### src/rtl/pwm_dim_pkg.sv
package pwm_dim_pkg;
   localparam int LVL_W   = 8;
   localparam int LVL_TOP = 255;

   typedef enum logic [1:0] {
      SRC_PIN    = 2'd0,
      SRC_REG    = 2'd1,
      SRC_SCALED = 2'd2
   } dim_src_e;

   // (a*b)/255 rounded to the nearest level
   function automatic logic [LVL_W-1:0] scale_lvl(input logic [LVL_W-1:0] a,
                                                  input logic [LVL_W-1:0] b);
      logic [2*LVL_W-1:0] prod;
      prod = (2*LVL_W)'(a) * (2*LVL_W)'(b) + (2*LVL_W)'(127);
      return LVL_W'(prod / (2*LVL_W)'(LVL_TOP));
   endfunction
endpackage

### src/rtl/pwm_in_meter.sv
module pwm_in_meter #(
   parameter int CNT_W   = 16,
   parameter int TIMEOUT = 40000
) (
   input  logic       clk,
   input  logic       rst_n,
   input  logic       pin_i,
   output logic [7:0] lvl_o
);
   localparam int NW = CNT_W + 8;
   localparam logic [CNT_W-1:0] TMO = CNT_W'(TIMEOUT);

   initial begin
      assert (TIMEOUT >= 4 && TIMEOUT < (2**CNT_W))
         else $error("pwm_in_meter: TIMEOUT must fit in CNT_W bits");
   end

   logic [1:0]       sync_q;
   logic             lvl_d_q;
   logic [CNT_W-1:0] per_q, hi_q;
   logic             armed_q;
   logic [7:0]       lvl_q;
   logic             s_pin, rise, stalled;
   logic [NW-1:0]    num, quo;

   assign s_pin   = sync_q[1];
   assign rise    = s_pin & ~lvl_d_q;
   assign stalled = (per_q == TMO);

   always_comb begin
      num = NW'(hi_q) * NW'(255) + NW'(per_q >> 1);
      quo = (per_q == '0) ? '0 : num / NW'(per_q);
   end

   always_ff @(posedge clk or negedge rst_n) begin
      if (!rst_n) begin
         sync_q  <= '0;
         lvl_d_q <= 1'b0;
         per_q   <= '0;
         hi_q    <= '0;
         armed_q <= 1'b0;
         lvl_q   <= '0;
      end else begin
         sync_q  <= {sync_q[0], pin_i};
         lvl_d_q <= s_pin;
         if (rise) begin
            if (armed_q) lvl_q <= quo[7:0];
            armed_q <= 1'b1;
            per_q   <= CNT_W'(1);
            hi_q    <= CNT_W'(1);
         end else if (stalled) begin
            armed_q <= 1'b0;
            lvl_q   <= s_pin ? 8'hFF : 8'h00;
         end else begin
            per_q <= per_q + 1'b1;
            hi_q  <= hi_q + CNT_W'(s_pin);
         end
      end
   end

   assign lvl_o = lvl_q;

   // level only moves on a rising edge or after a stall
   a_r5_hold_between_edges: assert property (@(posedge clk) disable iff (!rst_n)
      (!rise && !stalled) |=> $stable(lvl_o));
   // stalled high pin reads as full scale
   a_r6_stall_high: assert property (@(posedge clk) disable iff (!rst_n)
      (stalled && !rise && s_pin) |=> (lvl_o == 8'hFF));
   // stalled low pin reads as zero
   a_r6_stall_low: assert property (@(posedge clk) disable iff (!rst_n)
      (stalled && !s_pin) |=> (lvl_o == 8'h00));
endmodule

### src/rtl/pwm_src_mux.sv
module pwm_src_mux
   import pwm_dim_pkg::*;
(
   input  logic             src_pin_i,
   input  logic             reg_only_i,
   input  logic [LVL_W-1:0] brt_i,
   input  logic [LVL_W-1:0] meas_i,
   output logic [LVL_W-1:0] lvl_o
);
   dim_src_e src;

   always_comb begin
      if (src_pin_i)       src = SRC_PIN;
      else if (reg_only_i) src = SRC_REG;
      else                 src = SRC_SCALED;
   end

   always_comb begin
      case (src)
         SRC_PIN:    lvl_o = meas_i;
         SRC_REG:    lvl_o = brt_i;
         default:    lvl_o = scale_lvl(brt_i, meas_i);
      endcase
   end
endmodule

### src/rtl/pwm_out_gen.sv
module pwm_out_gen #(
   parameter int OUT_DIV = 4
) (
   input  logic       clk,
   input  logic       rst_n,
   input  logic [7:0] lvl_i,
   output logic       pwm_o
);
   localparam logic [7:0] LAST_STEP = 8'd254;

   initial begin
      assert (OUT_DIV >= 1) else $error("pwm_out_gen: OUT_DIV must be at least 1");
   end

   logic       tick;
   logic [7:0] step_q;
   logic [7:0] lvl_q;

   generate
      if (OUT_DIV == 1) begin : g_nodiv
         assign tick = 1'b1;
      end else begin : g_div
         localparam int PW = $clog2(OUT_DIV);
         logic [PW-1:0] pre_q;
         always_ff @(posedge clk or negedge rst_n) begin
            if (!rst_n)                           pre_q <= '0;
            else if (pre_q == PW'(OUT_DIV - 1))   pre_q <= '0;
            else                                  pre_q <= pre_q + 1'b1;
         end
         assign tick = (pre_q == PW'(OUT_DIV - 1));
      end
   endgenerate

   always_ff @(posedge clk or negedge rst_n) begin
      if (!rst_n) begin
         step_q <= '0;
         lvl_q  <= '0;
      end else if (tick) begin
         if (step_q == LAST_STEP) begin
            step_q <= '0;
            lvl_q  <= lvl_i;
         end else begin
            step_q <= step_q + 1'b1;
         end
      end
   end

   assign pwm_o = (step_q < lvl_q);

   // pulses start only at the first step of a period
   a_r7_rise_at_start: assert property (@(posedge clk) disable iff (!rst_n)
      $rose(pwm_o) |-> (step_q == 8'd0));
   // level in use is frozen away from the period start
   a_r7_level_frozen: assert property (@(posedge clk) disable iff (!rst_n)
      (step_q != 8'd0) |-> $stable(lvl_q));
endmodule

### src/rtl/pwm_dim_ctrl.sv
module pwm_dim_ctrl #(
   parameter int CNT_W   = 16,
   parameter int TIMEOUT = 40000,
   parameter int OUT_DIV = 4
) (
   input  logic       clk,
   input  logic       rst_n,
   input  logic       pwm_pin_i,
   input  logic [7:0] brt_i,
   input  logic       src_pin_i,
   input  logic       reg_only_i,
   output logic       pwm_o
);
   logic [7:0] meas_lvl;
   logic [7:0] mix_lvl;

   pwm_in_meter #(.CNT_W(CNT_W), .TIMEOUT(TIMEOUT)) u_meter (
      .clk   (clk),
      .rst_n (rst_n),
      .pin_i (pwm_pin_i),
      .lvl_o (meas_lvl)
   );

   pwm_src_mux u_mux (
      .src_pin_i  (src_pin_i),
      .reg_only_i (reg_only_i),
      .brt_i      (brt_i),
      .meas_i     (meas_lvl),
      .lvl_o      (mix_lvl)
   );

   pwm_out_gen #(.OUT_DIV(OUT_DIV)) u_out (
      .clk   (clk),
      .rst_n (rst_n),
      .lvl_i (mix_lvl),
      .pwm_o (pwm_o)
   );

   // zero brightness darkens both register modes
   a_r4_zero_dark: assert property (@(posedge clk) disable iff (!rst_n)
      (!src_pin_i && brt_i == 8'd0) |-> (mix_lvl == 8'd0));
   // scaled level never exceeds either factor
   a_r3_scaled_bounded: assert property (@(posedge clk) disable iff (!rst_n)
      (!src_pin_i && !reg_only_i) |-> (mix_lvl <= brt_i && mix_lvl <= meas_lvl));
endmodule

### config.mk
export PLATFORM = sky130hd
export DESIGN_NAME = pwm_dim_ctrl
export DESIGN_NICKNAME = d
export VERILOG_FILES = /design/src/rtl/pwm_dim_pkg.sv /design/src/rtl/pwm_in_meter.sv /design/src/rtl/pwm_src_mux.sv /design/src/rtl/pwm_out_gen.sv /design/src/rtl/pwm_dim_ctrl.sv
export SDC_FILE = /design/constraint.sdc
export NUM_CORES = 1
export LEC_CHECK = 0
export BUFFER_PORTS_ARGS = -buffer_cell sky130_fd_sc_hd__buf_2
export CORE_UTILIZATION = 40
export CTS_CLUSTER_DIAMETER = 100
export DETAILED_ROUTE_END_ITERATION = 10
export HOLD_SLACK_MARGIN = 0.1
export PLACE_DENSITY = 0.53
export REMOVE_ABC_BUFFERS = 1
export SYNTH_ARGS = -nofsm -noshare
export SYNTH_HDL_FRONTEND = slang
export SYNTH_SLANG_ARGS = --single-unit
### constraint.sdc
create_clock -name clk -period 112.9 [get_ports clk]
set_input_delay 16.935 -clock clk [delete_from_list [all_inputs] [get_ports clk]]
set_output_delay 16.935 -clock clk [all_outputs]
set_load 0.05 [all_outputs]
### After elaboration in Yosys (flattened, before gate mapping)

Cells that the tools add are included.

| word-level totals | value |
|---|---|
| word-level logic and storage cells | 49 |
| output and inout bits | 1 |
| bits in registers | 62 |
| input bits | 13 |

| cells by class | value |
|---|---|
| bitwise logic cells | 2 |
| divide/modulo/power cells | 2 |
| mux-type cells | 16 |
| eq/ne operators | 6 |
| reductions and logical operators | 5 |
| $mul | 2 |
| add/subtract/negate cells | 6 |
| $lt $le $gt $ge | 1 |

Operator list:

| operator | count |
|---|---|
| two-way mux 16 bit | 4 |
| two-way mux 8 bit | 6 |
| adder 24 x 15 -> 24 bit | 1 |
| divider 24 x 16 -> 24 bit | 1 |
| multiplier 16 x 8 -> 24 bit, second input constant | 1 |
| adder 16 x 1 -> 16 bit | 1 |
| adder 16 x 1 -> 16 bit, second input constant | 1 |
| adder 16 x 7 -> 16 bit, second input constant | 1 |
| divider 16 x 8 -> 16 bit, second input constant | 1 |
| equality test 16 bit, second input constant | 1 |
| logical NOT 16 bit | 1 |
| multiplier 8 x 8 -> 16 bit | 1 |
| one-hot mux 8 bit (2 select lines) | 1 |
| adder 8 x 1 -> 8 bit, second input constant | 1 |
| equality test 8 bit, second input constant | 1 |
| < comparator 8 bit | 1 |
| two-way mux 2 bit | 3 |
| != test 2 x 1 -> 1 bit, second input constant | 2 |
| AND reduction 2 bit | 2 |
| adder 2 x 1 -> 2 bit, second input constant | 1 |
| equality test 2 x 1 -> 1 bit, second input constant | 1 |
| equality test 2 bit, second input constant | 1 |
| logical NOT 2 bit | 1 |
| two-way mux 1 bit | 2 |
| other kinds (3) | 3 |

### Logic depth before layout (Yosys ltp)

| depth | value |
|---|---|
| depth in word-level cells | 6 |
| mapped depth | 286 |
| gate-level depth less buffers | 263 |

### By module

From an unflattened synthesis, not the netlist that was laid out.

| second synthesis, totals | value |
|---|---|
| cell total of the unflattened synthesis | 3257 |
| area total of the unflattened synthesis | 25572.0 µm² |

By module, submodules not included:

| module | area each (µm²) | cells an instance | times used |
|---|---|---|---|
| pwm_in_meter | 19947.9 | 2557 | 1 |
| pwm_src_mux | 4580.6 | 607 | 1 |
| pwm_out_gen | 1043.5 | 93 | 1 |

### Worst setup path before layout

Ideal clock, no wire load.

| path | value |
|---|---|
| path kind | reg-to-reg |
| start | register u_meter.hi_q[7] |
| end | register u_meter.lvl_q[0], in the netlist u_meter.lvl_o[0] |
| setup time | 0.127 ns |
| period minus slack after synthesis | 55.218 ns |
| arrival time | 55.091 ns |
| required time | 112.773 ns |
| setup slack | 57.682 ns |
| stages on the path, launching flop included | 262 |
| cells stage by stage | dfrtp_1 > inv_1 > fa_1 > fa_1 > inv_1 > fa_1 > inv_1 > fa_1 > inv_1 > ha_1 > clkbuf_1 > nand2_1 > nor2_1 > and3_1 > a21oi_1 > o21ai_0 > a31oi_1 > xor2_1 > [... 226 more ...] > nor2_1 > a21oi_2 > ha_1 > a21oi_1 > nor2b_1 > o21ai_0 > nand2b_1 > a21oi_1 > nor2b_1 > o21ai_0 > nand2b_1 > a21oi_1 > nor3_1 > or4b_2 > nor3_1 > o21ai_0 > nor2_1 > a31oi_1 |

| on the way | value |
|---|---|
| word-level cells in the longest chain between the ends | 6 |

Ends and longest elaborated chain:

| what | RTL line | text |
|---|---|---|
| start, declared | pwm_in_meter.sv:20 | `logic [CNT_W-1:0] per_q, hi_q;` |
| start signal, assigned | pwm_in_meter.sv:56 | `hi_q <= hi_q + CNT_W'(s_pin);` |
| multiplier 16 x 8 -> 24 bit | pwm_in_meter.sv:31 | `num = NW'(hi_q) * NW'(255) + NW'(per_q >> 1);` |
| adder 24 x 15 -> 24 bit | pwm_in_meter.sv:31 |  |
| divider 24 x 16 -> 24 bit | pwm_in_meter.sv:32 | `quo = (per_q == '0) ? '0 : num / NW'(per_q);` |
| two-way mux 8 bit | pwm_in_meter.sv:32 |  |
| two-way mux 8 bit | pwm_in_meter.sv:47 | `if (armed_q) lvl_q <= quo[7:0];` |
| two-way mux 8 bit | pwm_in_meter.sv:46 | `if (rise) begin` |
| end signal, assigned | pwm_in_meter.sv:47 |  |
| end signal, assigned | pwm_in_meter.sv:53 | `lvl_q <= s_pin ? 8'hFF : 8'h00;` |
| end, declared | pwm_in_meter.sv:22 | `logic [7:0] lvl_q;` |

No other way between the ends. The select of a mux whose other input is x is not followed.
A chain may end at the register's enable or synchronous reset.

### Final worst setup path

Ends and elaborated chain as after synthesis.

==> key figures <==
Floorplanning
  • Die Height: roughly 250 um
  • Row count: 90
  • Die width: 251.2 um
  • Die ar.: approximately 63000 um^2
  • Initial core utilization: 0.4085
  • Core area: 60810 um^2
  • Io pins: 14

Critical path
  • CP Capture Type: flip-flop
  • Reg-to-Reg End: u_meter.lvl_o[0]
  • Crit Path Class: flip-flop to flip-flop
  • R2R setup slack: 48.07 ns
  • Crit path from: u_meter.hi_q[7]
  • Most used cell, CP: o21a_1
  • FF-to-FF path depth: about 240
  • Worst-path fanout max: 29
  • CP peak stage delay: 0.97 ns
  • Crit path DAT: 65.04 ns
  • Critical Path RT: between 100 and 150 ns
  • Worst R2R Start: u_meter.hi_q[7]
  • Startpoint types: flip-flop
  • Critical-path top delay cell: and3_1

Min path
  • Min-Delay Path Class: flip-flop to flip-flop
  • WHS Path Cells: 0
  • Hold Crit Start: u_meter.sync_q[0]
  • Hold Path Sink: u_meter.sync_q[1]

Synthesis
  • Top cells by count, synth: 372 x ha_1, 323 x nor2_1, 266 x inv_1
  • Synth top area share: 0.1874
  • Largest area contributor in the synthesized netlist: ha_1
  • Mapped Area: about 25000 um^2
  • Most common cell in the netlist: ha_1
  • Ys flop type: dfrtp_1
  • Ys Warns: 0
  • Synth top area cells: ha_1 19%, fa_1 10%, dfrtp_1 6.2%
  • Asr flop ratio synth: 1.000
  • EDFF count, synth: 0
  • Synth Register Bits: 62
  • Synthesized area per cell: 7.637 um^2
  • Yosys cell types: about 110
  • Seq/Total Area, Yosys: 0.06245
  • Gate Count Post-Synth: ~3300

Global routing
  • Grt total ovfl: 0
  • Initial antenna violation count: 0
  • First-pass GRT wire length: around 130 mm
  • Vias in the first global route: 23230
  • GR Util All Layers: 0.2492
  • Largest net degree at the start of global routing: 63

Clocking
  • Post-cts sizing count: 0
  • Clock-pin slew on the worst setup and hold paths: around 0.060 ns
  • Clock Root Buffer: clkbuf_16
  • H-tree depth: 3
  • Number of buffers created by CTS: 9
  • CTS max path bufs: 2
  • Clock Sinks: 62
  • TritonCTS clock tree: yes
  • Postcts setup bufs: 0
  • CTS Hold Buffers Added: 0
  • Skew-Pair Late Insertion Delay: 0.34 ns

Timing
  • Max Clk Rate: 15.43 MHz
  • Final hold violation count: 0
  • RSZ-0062 raised after global routing: false
  • Final Max Slew Viols: 0
  • Final min period: approximately 65 ns
  • Rel. slew slack: 0.1856
  • Final setup viols: 0
  • Setup TNS: 0 ns
  • Tightest Pin Transition: roughly 1.2 ns
  • Layout Skew: ~0.013 ns
  • Final period util: 0.5742

Status
  • Status: finished clean

Drt
  • Post-route ant nets: 0
  • Drt first-iter violations: about 1600
  • Vias/cell: between 6 and 7
  • Drt pass-1 iters: 8
  • Via count: between 20000 and 25000
  • Drt total wl: 79.40 mm
  • Routed WL per cell: 19.87 um
  • DRC violations left: 0

Layout
  • Syn-to-layout area delta: 4.669%
  • Share of cells above drive strength 1: 0.06629
  • Nets@finish: 3720
  • ANT cells: 0
  • Non-filler cells, final: ~4000

Job
  • Max-cap violations: 0

Placement
  • Placed Cells: just under 4000
  • HPWL after detailed placement: 63.97 mm
  • Port-buffer cells: 13
  • Gpl congestion: 0.9418
==> metal layers <==
metal | routed length [um] | up-vias | global-route usage | share of wire
met2 | 36240 | 536 | 0.4119 | 0.46
li1 | - | 11770 | - | -
met3 | 3044 | 104 | 0.01595 | 0.038
met1 | 38080 | 11590 | 0.3501 | 0.48
met4 | 2031 | 0 | 0.06498 | 0.026
met5 | 0 | - | 0 | 0
==> cells by family after synthesis <==
| group | count (synthesis) | synth area share |
|---|---|---|
| xor+xnor | 175 | 0.06200 |
| flops | 62 | 0.06245 |
| fa+ha+maj | 502 | 0.2909 |
| compound gates | 934 | 0.2592 |
| simple gates | 1110 | 0.2198 |
| buf+inv | 363 | 0.05636 |
| mux | 107 | 0.04931 |
==> state kept, by name, summed over array words and instances (netlist names) <==
| register | flops |
|---|---|
| u_out.step_q | 8 |
| u_meter.sync_q | 2 |
| u_out.g_div.pre_q | 2 |
| u_meter.lvl_d_q | 1 |
| u_meter.lvl_o | 8 |
| u_meter.armed_q | 1 |
| u_meter.per_q | 16 |
| u_meter.hi_q | 16 |
| u_out.lvl_q | 8 |
==> cell usage in the layout, fill, tap and decap left out, drive strengths merged, types with 14 or more instances in the layout <==
cell type and instances:
and2 48, nand4 29, nand2 248, nor3 142, a21o 95, o211ai 39
buf 39, o211a 14, mux2 81, and3 22, a21oi 211, mux2i 26
xnor2 118, or2 25, o31ai 42, o21ai 157, fa 127, dfrtp 62
a211oi 39, xor2 57, nor2 323, o21bai 18, or3 43, nand2b 37
a31oi 34, nor2b 19, nand3 90, o21a 114, o2111ai 16, or4 16
a211o 17, nor4 29, inv 268, ha 372
==> worst max-delay path, delay by kind of cell, from the launching register on <==
kind	cells	cell delay, ns
compound gates	144	36.62
xor+xnor	1	0.17
fa+ha+maj	29	10.47
buf+inv	11	2.09
flops	1	0.62
mux	4	1.29
simple gates	55	13.32
==> cell type report <==
cell class / count / area, um^2
Clock buffer: 10 / 239.0
Clock inverter: 6 / 68.82
Fill cell: 6198 / 34810
Inverter: 268 / 1006
Multi-Input combinational cell: 2828 / 21900
Sequential cell: 62 / 1551
Tap cell: 782 / 978.4
Timing Repair Buffer: 39 / 260.3
==> worst max path at each step <==
stage                             endpoint  slack (ns)  depth (start not counted)
after CTS                 u_meter.lvl_o[0]       48.87                        249
after global placement    u_meter.lvl_o[0]       50.58                        249
after floorplan           u_meter.lvl_o[0]       58.00                        243
after detailed placement  u_meter.lvl_o[0]       49.12                        249
final                     u_meter.lvl_o[0]       48.07                        244
after global routing      u_meter.lvl_o[0]       43.29                        247
==> through the flow <==
stage | setup WS [ns] | util | cell area (um^2) | hold WS [ns]
after CTS | 48.87 | 0.4276 | 26000 | 0.3719
after global routing | 43.29 | 0.4276 | 26000 | 0.3951
after global placement | 50.58 | 0.4226 | 25690 | 0.3464
after detailed placement | 49.12 | 0.4226 | 25690 | 0.3411
after floorplan | 58.00 | - | 24450 | 0.3312
final | 48.07 | 0.4276 | 26000 | 0.3751
Power is left out: the tool's default activity adds up to more than one toggle a clock period on the data nets, which glitch-free logic cannot reach.
